File: src/rtl/keyreg_pkg.sv
package keyreg_pkg;
  localparam int NUM_RANGES = 4;
  localparam int RANGE_BASE [NUM_RANGES] = '{'h100, 'h200, 'h600, 'hB00};
  localparam int RANGE_WORDS[NUM_RANGES] = '{8, 23, 9, 12};

  localparam logic [15:0] LOCK_KEY   = 16'h767B;
  localparam logic [15:0] UNLOCK_KEY = 16'hDF0D;

  localparam int OFF_SCRATCH = 'h000;
  localparam int OFF_LOCK    = 'h004;
  localparam int OFF_UNLOCK  = 'h008;
  localparam int OFF_STATUS  = 'h00C;
  localparam int OFF_RSTCTL  = 'h200;
  localparam int OFF_CONST1  = 'h25C;
  localparam int OFF_RDZERO  = 'h604;

  localparam int NUM_WR_HOLES = 5;
  localparam int WR_HOLE[NUM_WR_HOLES] = '{'h10C, 'h250, 'h604, 'hB20, 'hB2C};

  function automatic int total_regs();
    int n = 0;
    for (int r = 0; r < NUM_RANGES; r++) n += RANGE_WORDS[r];
    return n;
  endfunction

  localparam int NUM_REGS = total_regs();
  localparam int IDX_W    = $clog2(NUM_REGS);

  // byte offset of flat register index
  function automatic int idx_to_off(int idx);
    int first = 0;
    int off   = -1;
    for (int r = 0; r < NUM_RANGES; r++) begin
      if (idx >= first && idx < first + RANGE_WORDS[r]) off = RANGE_BASE[r] + 4 * (idx - first);
      first += RANGE_WORDS[r];
    end
    return off;
  endfunction

  function automatic logic [31:0] reg_reset(int idx);
    case (idx_to_off(idx))
      'h100, 'h104, 'h108: return 32'h0001_A008;
      'h10C:               return 32'h0000_003F;
      'h24C:               return 32'h0000_0040;
      default:             return 32'h0;
    endcase
  endfunction
endpackage

File: src/rtl/keyreg_decode.sv
module keyreg_decode
  import keyreg_pkg::*;
#(
  parameter int ADDR_W = 12
) (
  input  logic [ADDR_W-1:0] addr_i,
  output logic              hit_o,
  output logic [IDX_W-1:0]  idx_o,
  output logic              wr_ok_o,
  output logic              rd_zero_o
);
  int off;
  assign off = int'(addr_i);

  always_comb begin
    int first;
    hit_o = 1'b0;
    idx_o = '0;
    first = 0;
    for (int r = 0; r < NUM_RANGES; r++) begin
      if (addr_i[1:0] == 2'b00 && off >= RANGE_BASE[r] &&
          off <= RANGE_BASE[r] + 4 * (RANGE_WORDS[r] - 1)) begin
        hit_o = 1'b1;
        idx_o = IDX_W'(first + (off - RANGE_BASE[r]) / 4);
      end
      first += RANGE_WORDS[r];
    end
  end

  always_comb begin
    wr_ok_o = 1'b1;
    for (int h = 0; h < NUM_WR_HOLES; h++)
      if (off == WR_HOLE[h]) wr_ok_o = 1'b0;
  end

  assign rd_zero_o = (off == OFF_RDZERO);
endmodule

File: src/rtl/keyreg_lock.sv
module keyreg_lock
  import keyreg_pkg::*;
#(
  parameter int ADDR_W = 12
) (
  input  logic              clk_i,
  input  logic              rst_ni,
  input  logic              wr_en_i,
  input  logic [ADDR_W-1:0] addr_i,
  input  logic [15:0]       key_i,
  output logic              locked_o
);
  logic lock_hit, unlock_hit;
  assign lock_hit   = wr_en_i && addr_i == ADDR_W'(OFF_LOCK)   && key_i == LOCK_KEY;
  assign unlock_hit = wr_en_i && addr_i == ADDR_W'(OFF_UNLOCK) && key_i == UNLOCK_KEY;

  always_ff @(posedge clk_i or negedge rst_ni) begin
    if (!rst_ni)         locked_o <= 1'b1;
    else if (lock_hit)   locked_o <= 1'b1;
    else if (unlock_hit) locked_o <= 1'b0;
  end
endmodule

File: src/rtl/keyreg_store.sv
module keyreg_store
  import keyreg_pkg::*;
#(
  parameter int DATA_W = 32
) (
  input  logic              clk_i,
  input  logic              rst_ni,
  input  logic              we_i,
  input  logic [IDX_W-1:0]  idx_i,
  input  logic [DATA_W-1:0] wdata_i,
  output logic [DATA_W-1:0] rdata_o
);
  logic [DATA_W-1:0] q_arr [NUM_REGS];

  for (genvar g = 0; g < NUM_REGS; g++) begin : g_reg
    logic [DATA_W-1:0] q;
    always_ff @(posedge clk_i or negedge rst_ni) begin
      if (!rst_ni)                           q <= DATA_W'(reg_reset(g));
      else if (we_i && idx_i == IDX_W'(g)) q <= wdata_i;
    end
    assign q_arr[g] = q;
  end

  always_comb begin
    rdata_o = '0;
    for (int i = 0; i < NUM_REGS; i++)
      if (idx_i == IDX_W'(i)) rdata_o = q_arr[i];
  end
endmodule

File: src/rtl/keyreg_bank.sv
module keyreg_bank
  import keyreg_pkg::*;
#(
  parameter int ADDR_W = 12,
  parameter int DATA_W = 32
) (
  input  logic              clk_i,
  input  logic              rst_ni,
  input  logic              wr_en_i,
  input  logic              rd_en_i,
  input  logic [ADDR_W-1:0] addr_i,
  input  logic [DATA_W-1:0] wdata_i,
  output logic [DATA_W-1:0] rdata_o,
  output logic              rst_req_o
);
  logic             hit, wr_ok, rd_zero, locked, scratch, store_we;
  logic [IDX_W-1:0] idx;
  logic [DATA_W-1:0] store_rd;

  keyreg_decode #(.ADDR_W(ADDR_W)) i_decode (
    .addr_i(addr_i), .hit_o(hit), .idx_o(idx), .wr_ok_o(wr_ok), .rd_zero_o(rd_zero)
  );

  keyreg_lock #(.ADDR_W(ADDR_W)) i_lock (
    .clk_i(clk_i), .rst_ni(rst_ni), .wr_en_i(wr_en_i), .addr_i(addr_i),
    .key_i(wdata_i[15:0]), .locked_o(locked)
  );

  assign store_we = wr_en_i && hit && wr_ok && !locked;

  keyreg_store #(.DATA_W(DATA_W)) i_store (
    .clk_i(clk_i), .rst_ni(rst_ni), .we_i(store_we), .idx_i(idx),
    .wdata_i(wdata_i), .rdata_o(store_rd)
  );

  // unprotected scratch bit
  always_ff @(posedge clk_i or negedge rst_ni) begin
    if (!rst_ni) scratch <= 1'b0;
    else if (wr_en_i && addr_i == ADDR_W'(OFF_SCRATCH)) scratch <= wdata_i[0];
  end

  always_ff @(posedge clk_i or negedge rst_ni) begin
    if (!rst_ni) rst_req_o <= 1'b0;
    else rst_req_o <= wr_en_i && !locked && addr_i == ADDR_W'(OFF_RSTCTL) && wdata_i[0];
  end

  // read samples pre-write state, so a same-cycle write is not visible
  always_ff @(posedge clk_i or negedge rst_ni) begin
    if (!rst_ni) rdata_o <= '0;
    else if (rd_en_i) begin
      if (addr_i == ADDR_W'(OFF_SCRATCH))     rdata_o <= DATA_W'(scratch);
      else if (addr_i == ADDR_W'(OFF_STATUS)) rdata_o <= DATA_W'(locked);
      else if (addr_i == ADDR_W'(OFF_CONST1)) rdata_o <= DATA_W'(1);
      else if (hit && !rd_zero)               rdata_o <= store_rd;
      else                                    rdata_o <= '0;
    end
  end
endmodule

File: config.mk
export PLATFORM = sky130hd
export DESIGN_NAME = keyreg_bank
export DESIGN_NICKNAME = d
export VERILOG_FILES = /design/src/rtl/keyreg_pkg.sv /design/src/rtl/keyreg_decode.sv /design/src/rtl/keyreg_lock.sv /design/src/rtl/keyreg_store.sv /design/src/rtl/keyreg_bank.sv
export SDC_FILE = /design/constraint.sdc
export NUM_CORES = 2
export LEC_CHECK = 0
export ABC_AREA = 1
export BUFFER_PORTS_ARGS = -buffer_cell sky130_fd_sc_hd__buf_2
export CAP_MARGIN = 20
export CORE_AREA = 10 10 461 463
export CTS_CLUSTER_SIZE = 25
export DETAILED_ROUTE_END_ITERATION = 7
export DIE_AREA = 0 0 471 473
export PLACE_DENSITY = 0.49
export SYNTH_ARGS = -nofsm -noshare
export SYNTH_HDL_FRONTEND = slang
export SYNTH_SLANG_ARGS = --single-unit
export TNS_END_PERCENT = 10
File: constraint.sdc
create_clock -name clk_i -period 3.3 [get_ports clk_i]
set_input_delay 0.165 -clock clk_i [delete_from_list [all_inputs] [get_ports clk_i]]
set_output_delay 0.165 -clock clk_i [all_outputs]
set_load 0.01 [all_outputs]
* Word-level counts from Yosys, hierarchy flattened
Index checks and enable logic that the tools add are counted.
** Word-level totals
- Register bits :: 1699
- Logic and storage cells :: 295
- Input bits :: 48
- Output and inout bits :: 33
** Cells by class
- Reductions and logical operators :: 82
- Bitwise logic cells :: 4
- Equality and inequality tests :: 63
- $add $sub $neg :: 11
- Multiplexer cells :: 71
- Order comparisons :: 8
** Operator list (count)
- $mux 32 :: 56
- $eq 6x6->1 const B :: 20
- $eq 6x5->1 const B :: 16
- $logic_and 1x1->1 :: 72
- $eq 6x4->1 const B :: 8
- $eq 12x10->1 const B :: 3
- $eq 12x12->1 const B :: 3
- $add 6x1->6 :: 4
- $eq 12x4->1 const B :: 2
- $eq 6x3->1 const B :: 4
- $mux 6 :: 4
- $eq 16x15->1 const B :: 1
- $eq 16x16->1 const B :: 1
- $sub 12x10->13 const B :: 1
- $sub 12x11->13 const B :: 1
- $sub 12x12->13 const B :: 1
- $sub 12x9->13 const B :: 1
- $add 6x6->6 const A :: 2
- $eq 12x11->1 const B :: 1
- $eq 12x3->1 const B :: 1
- $eq 6x2->1 const B :: 2
- $ge 12x10->1 const B :: 1
- $ge 12x11->1 const B :: 1
- $ge 12x12->1 const B :: 1
- other kinds (15) :: 32

* Longest topological paths before layout
- Depth in word-level cells :: 65
- Depth in mapped cells :: 52
- Gate-level depth less buffers :: 51

* Cells and area by module
From an unflattened synthesis, not the netlist that was laid out.
** Second synthesis, totals
- Cells, all modules :: 9206
- Area, all modules :: 74870.6 um^2
** By module, submodules not included
- keyreg_store :: seq. area each 41663.7 um^2, times used 1, area an instance 72014.1 um^2, cells each 8784
- keyreg_bank :: seq. area each 850.8 um^2, times used 1, area an instance 1656.6 um^2, cells each 198
- keyreg_decode :: seq. area each 0.0 um^2, times used 1, area an instance 975.9 um^2, cells each 173
- keyreg_lock :: seq. area each 26.3 um^2, times used 1, area an instance 224.0 um^2, cells each 51

* Worst setup path after synthesis
OpenSTA, ideal clock, no wires.
- Path kind :: input-to-reg
- Start :: in addr_i[10]
- End :: reg rdata_o[4]
- Path buffers :: 2
- Data arrival time :: 4.184 ns
- Setup slack :: -1.000 ns
- Required time :: 3.184 ns
- Setup time :: 0.116 ns
- Stages :: 45
- Cells stage by stage :: nor2_2 inv_2 nor2_1 inv_1 nor2_1 ha_1 ha_1 nand2_1 nand2_1 xor2_1 inv_1 nand4_1 nand2_1 nand2_1 inv_2 nor2_4 inv_4 buf_2 (+9 left out) nor2_1 nand3_1 nand2_1 nand4_1 nor2_1 nand4_1 nor2_1 nand4_1 nor2_1 nand4_1 nor2_1 nand4_1 nor2_1 nand4_1 nor2_1 nand4_1 nand2_1 nand2_1
** On the way
- Word-level cells in the longest chain between the ends :: 64
- Elaborated cells between the ends (all ways) :: 153
- Classes of those cells :: add/sub (11); order compare (8); eq/ne (54); mux (64); bitwise (4); reduce/logical (12)
** RTL lines
- start: declaration :: RTL line keyreg_bank.sv:11 : input logic [ADDR_W-1:0] addr_i,
- $sub 12x10->13 (tied with other cells) :: RTL line keyreg_decode.sv:24 : idx_o = IDX_W'(first + (off - RANGE_BASE[r]) / 4);
- $and 1x1->1 (no line) / $logic_and 1x1->1 (equally long branches)
- $add 6x1->6 (no line) / $logic_and 1x1->1 (equally long branches)
- $add 5x6->6 / $mux 6 (equally long branches) :: RTL line keyreg_decode.sv:24, keyreg_decode.sv:21
- $mux 6 (3 in series) :: RTL line keyreg_decode.sv:21 : if (addr_i[1:0] == 2'b00 && off >= RANGE_BASE[r] &&
- $logic_not 6->1 :: RTL line keyreg_store.sv:27 : if (idx_i == IDX_W'(i)) rdata_o = q_arr[i];
- $mux 32 (52 in series) :: RTL line keyreg_store.sv:27
- $mux 32 :: RTL line keyreg_bank.sv:54 : else if (hit && !rd_zero) rdata_o <= store_rd;
- $mux 32 :: RTL line keyreg_bank.sv:53 : else if (addr_i == ADDR_W'(OFF_CONST1)) rdata_o <= DATA_W'(1);
- $mux 32 :: RTL line keyreg_bank.sv:52 : else if (addr_i == ADDR_W'(OFF_STATUS)) rdata_o <= DATA_W'(locked);
- $mux 32 (*) :: RTL line keyreg_bank.sv:51 : if (addr_i == ADDR_W'(OFF_SCRATCH)) rdata_o <= DATA_W'(scratch);
- end signal: assignment :: RTL line keyreg_bank.sv:51
- end signal: assignment :: RTL line keyreg_bank.sv:52
- end signal: assignment :: RTL line keyreg_bank.sv:54
- end: declaration :: RTL line keyreg_bank.sv:13 : output logic [DATA_W-1:0] rdata_o,
Mark *: on every way between the ends. The rest lies on a longest branch, timed or not.
A chain may end at the register's enable or synchronous reset.

* Worst setup path in the final report
- Start :: in addr_i[10]
- End :: reg rdata_o[6]
Same word-level chain as after synthesis.

==> metrics <==
Iter 0 DRT Violations between 6,000 and 7,000; commonest non-fill, non-tap cell in the layout nand2_1; core box area between 0.2 and 0.25 mm2; Hold WC Path Type in2reg; Gate power share under 10%; vias in the first global route between 60,000 and 70,000; Final ANT Viol Nets 0; PD cells ~480 mW/mm2; outcome finished with violations; Critical-path top delay cell ha_2; DR vias/cell slightly above 5; Pleak about 42 nW; Routed Wire Length between 200,000 and 300,000 um; Period minus WS final around 6.0 ns; sequential power share about 47%; Clock Tree Buf Depth 3; P_int around 34 mW; Clock Skews 0.02702 ns; setup TNS -77.77 ns; I/O pins a little over 80; Synth Instances a little over 9,000; synth-to-layout area growth 23.05%; R2R setup slack -1.69 ns; Fin. Hold Viols 0; Yosys reg bits approximately 1,700; Pwr Total 44.17 mW; most frequent CP cell nand4_1; aggregate global-route resource usage around a quarter; syn_area_per_cell around 8 um2; total clock sinks approximately 1,700; Peak VDD IR ~540 uV; worst slew pin tran about 1.2 ns; slowest stage delay, CP about 0.22 ns; CP endpoint kind flip-flop; DIE WIDTH around 470 um; TritonCTS clock tree done; yosys warns 0; Reg area 0.04254 mm2; Clock Power Share around half; Arrival @ worst endpoint about 6.7 ns; top_reg_cell synth dfrtp_1; max cap viols 0; Setup WS post-layout -2.692 ns; largest net degree at the start of global routing between 150 and 200; total gr overflow 0; DRT Pass-1 Iters 6; pre-CTS WS -4.142 ns; IO Port Bufs 80; Sw Ratio 23.79%; Post-Synthesis Net Count about 9,200; final number of setup-violating endpoints 32; Nets 9,694; tightest slew margin relative to the limit 18.61%; RSZ-0062 raised after global routing yes; switching power 10.51 mW; Final HPWL DP 191,600 um; Synth Cell Area around 0.075 mm2; total CTS buffers 189; Root Driver clkbuf_16; share of cells above drive strength 1 about 17%; CP Data Required Time 4.04 ns; clk slew on worst S/H paths roughly 0.060 ns; Clk Latency, worst-skew pair roughly 0.85 ns; sequential fraction of the synthesis area a little under three fifths; most frequent cells in the layout nand2_1, o21ai_0, dfrtp_1; fill cell count between 20,000 and 25,000; max frequency approximately 0.17 GHz; fin. max-slew vios 0; initial antenna violation count 16; Die Y roughly 470 um; crit share post-route 181.6%; failing checks setup timing; Starting Density 36.68%; Routability Congestion a little under 0.9; H-Tree Depth 4; Die Area roughly 0.22 mm2; startpoint types primary input; count of cell types in the netlist 48; multi-input logic area around 0.029 mm2; Final Cell Area roughly 0.09 mm2; peak fanout along the critical path 7; Post-synth ARST share 100.0%; vias after detailed routing about 65,000; Row Count 166; wire length per cell between 20 and 25 um; Post-Place Cell Area roughly 0.084 mm2; first-pass GRT wire length 426,400 um; Post-route DRC 0; crit path kind in2reg; EDFF count, synth 0
[repair_timing]
action,in CTS,in global routing
endpoints found under the hold margin,1404,0
resized for setup,265,114
hold buffers,33,0
setup endpoints to repair,157,136
buffers inserted,8,17
cloned,1,1
pin swaps,151,183
[path summary, 6_finish.rpt]
kind,startpoint,end,cells past startpoint
setup / recovery,addr_i[10],rdata_o[6]$_DFFE_PN0P_,55
hold reg to reg,rdata_o[12]$_DFFE_PN0P_,rdata_o[12]$_DFFE_PN0P_,2
min in group asynchronous,rst_ni,i_store.g_reg[23].q[10]$_DFFE_PN0P_,4
hold / removal,wdata_i[24],i_store.g_reg[24].q[24]$_DFFE_PN0P_,3
max in group asynchronous,rst_ni,i_store.g_reg[0].q[4]$_DFFE_PN0P_,5
setup reg to reg,i_store.g_reg[1].q[25]$_DFFE_PN0P_,rdata_o[25]$_DFFE_PN0P_,34
[area by class of cell]
cell class / instances / area share (%)
Multi-Input combinational cell: 6339 / 31.84
Inverter: 505 / 2.079
Tap cell: 2688 / 3.661
Sequential cell: 1699 / 46.30
Clock buffer: 292 / 6.127
Antenna cell: 8 / 0.02179
Timing Repair Buffer: 904 / 9.263
Clock inverter: 60 / 0.7095
[routing by layer]
| metal | share of wire [%] | vias up | track usage (%) | wire [um] |
|---|---|---|---|---|
| met5 | 0.0046 | - | 0 | 13 |
| met4 | 4.0 | 2 | 9.270 | 11410 |
| met3 | 4.7 | 446 | 3.093 | 13400 |
| met2 | 48 | 1783 | 42.38 | 137600 |
| met1 | 43 | 31840 | 33.09 | 122600 |
| li1 | - | 30520 | - | - |
[through the flow]
stage	cells	utilization [%]	hold slack (ns)
2_1_floorplan	9170	-	-0.1306
3_3_place_gp	12080	41.12	0.06648
3_5_place_dp	12080	41.12	0.06639
4_1_cts	12470	44.87	0.01012
5_1_grt	12490	45.13	0.05176
6_report	12500	45.14	0.04364
[sequential cells by signal (all words and copies together), names as in the netlist]
| register | count |
|---|---|
| i_lock.locked_o | 1 |
| i_store.g.q | 1664 |
| rdata_o | 32 |
| rst_req_o | 1 |
| scratch | 1 |
[synth_stat cells (9+ instances only)]
library cell / n / area share, %
o21ai_1: 15 / 0.10
dfrtp_1: 1679 / 56
dfstp_2: 20 / 0.70
nand2_1: 3249 / 16
clkinv_1: 9 / 0.045
nor3b_1: 11 / 0.11
nand3_1: 156 / 1.0
a21oi_1: 133 / 0.89
clkbuf_1: 599 / 3.0
or2_2: 40 / 0.34
inv_2: 18 / 0.090
nor3_1: 23 / 0.15
buf_2: 18 / 0.12
nand2_2: 9 / 0.075
nand4_1: 335 / 2.8
nor2_1: 567 / 2.9
o21ai_0: 1703 / 11
inv_1: 474 / 2.4
[logic make-up after synthesis]
family | Yosys count | synth area share [%]
buffers and inverters | 1132 | 5.764
flip-flops | 1699 | 56.97
AO/OA/AOI/OAI | 1871 | 12.61
XOR/XNOR | 11 | 0.1290
adder cells (fa/ha/maj) | 8 | 0.1341
AND/OR/NAND/NOR | 4449 | 24.39
[power by group through the flow]
| stage | clock [mW] | combinational, mW | sequential [mW] |
|---|---|---|---|
| finish | 21.5 | 1.79 | 20.8 |
| CTS | 21.9 | 1.80 | 20.8 |
| global route | 22.8 | 1.92 | 20.8 |
| floorplan | 0 | 0.427 | 21.2 |
| global placement | 0 | 1.73 | 21.2 |
| detailed placement | 0 | 1.73 | 21.2 |
[critical path, delay by kind of cell]
family,cells,cell delay [ns]
simple gates,37,4.22
fa+ha+maj,2,0.35
compound gates,3,0.48
xor+xnor,1,0.15
buf+inv,12,1.30
Note: power is estimated with default switching activity, not from simulation.
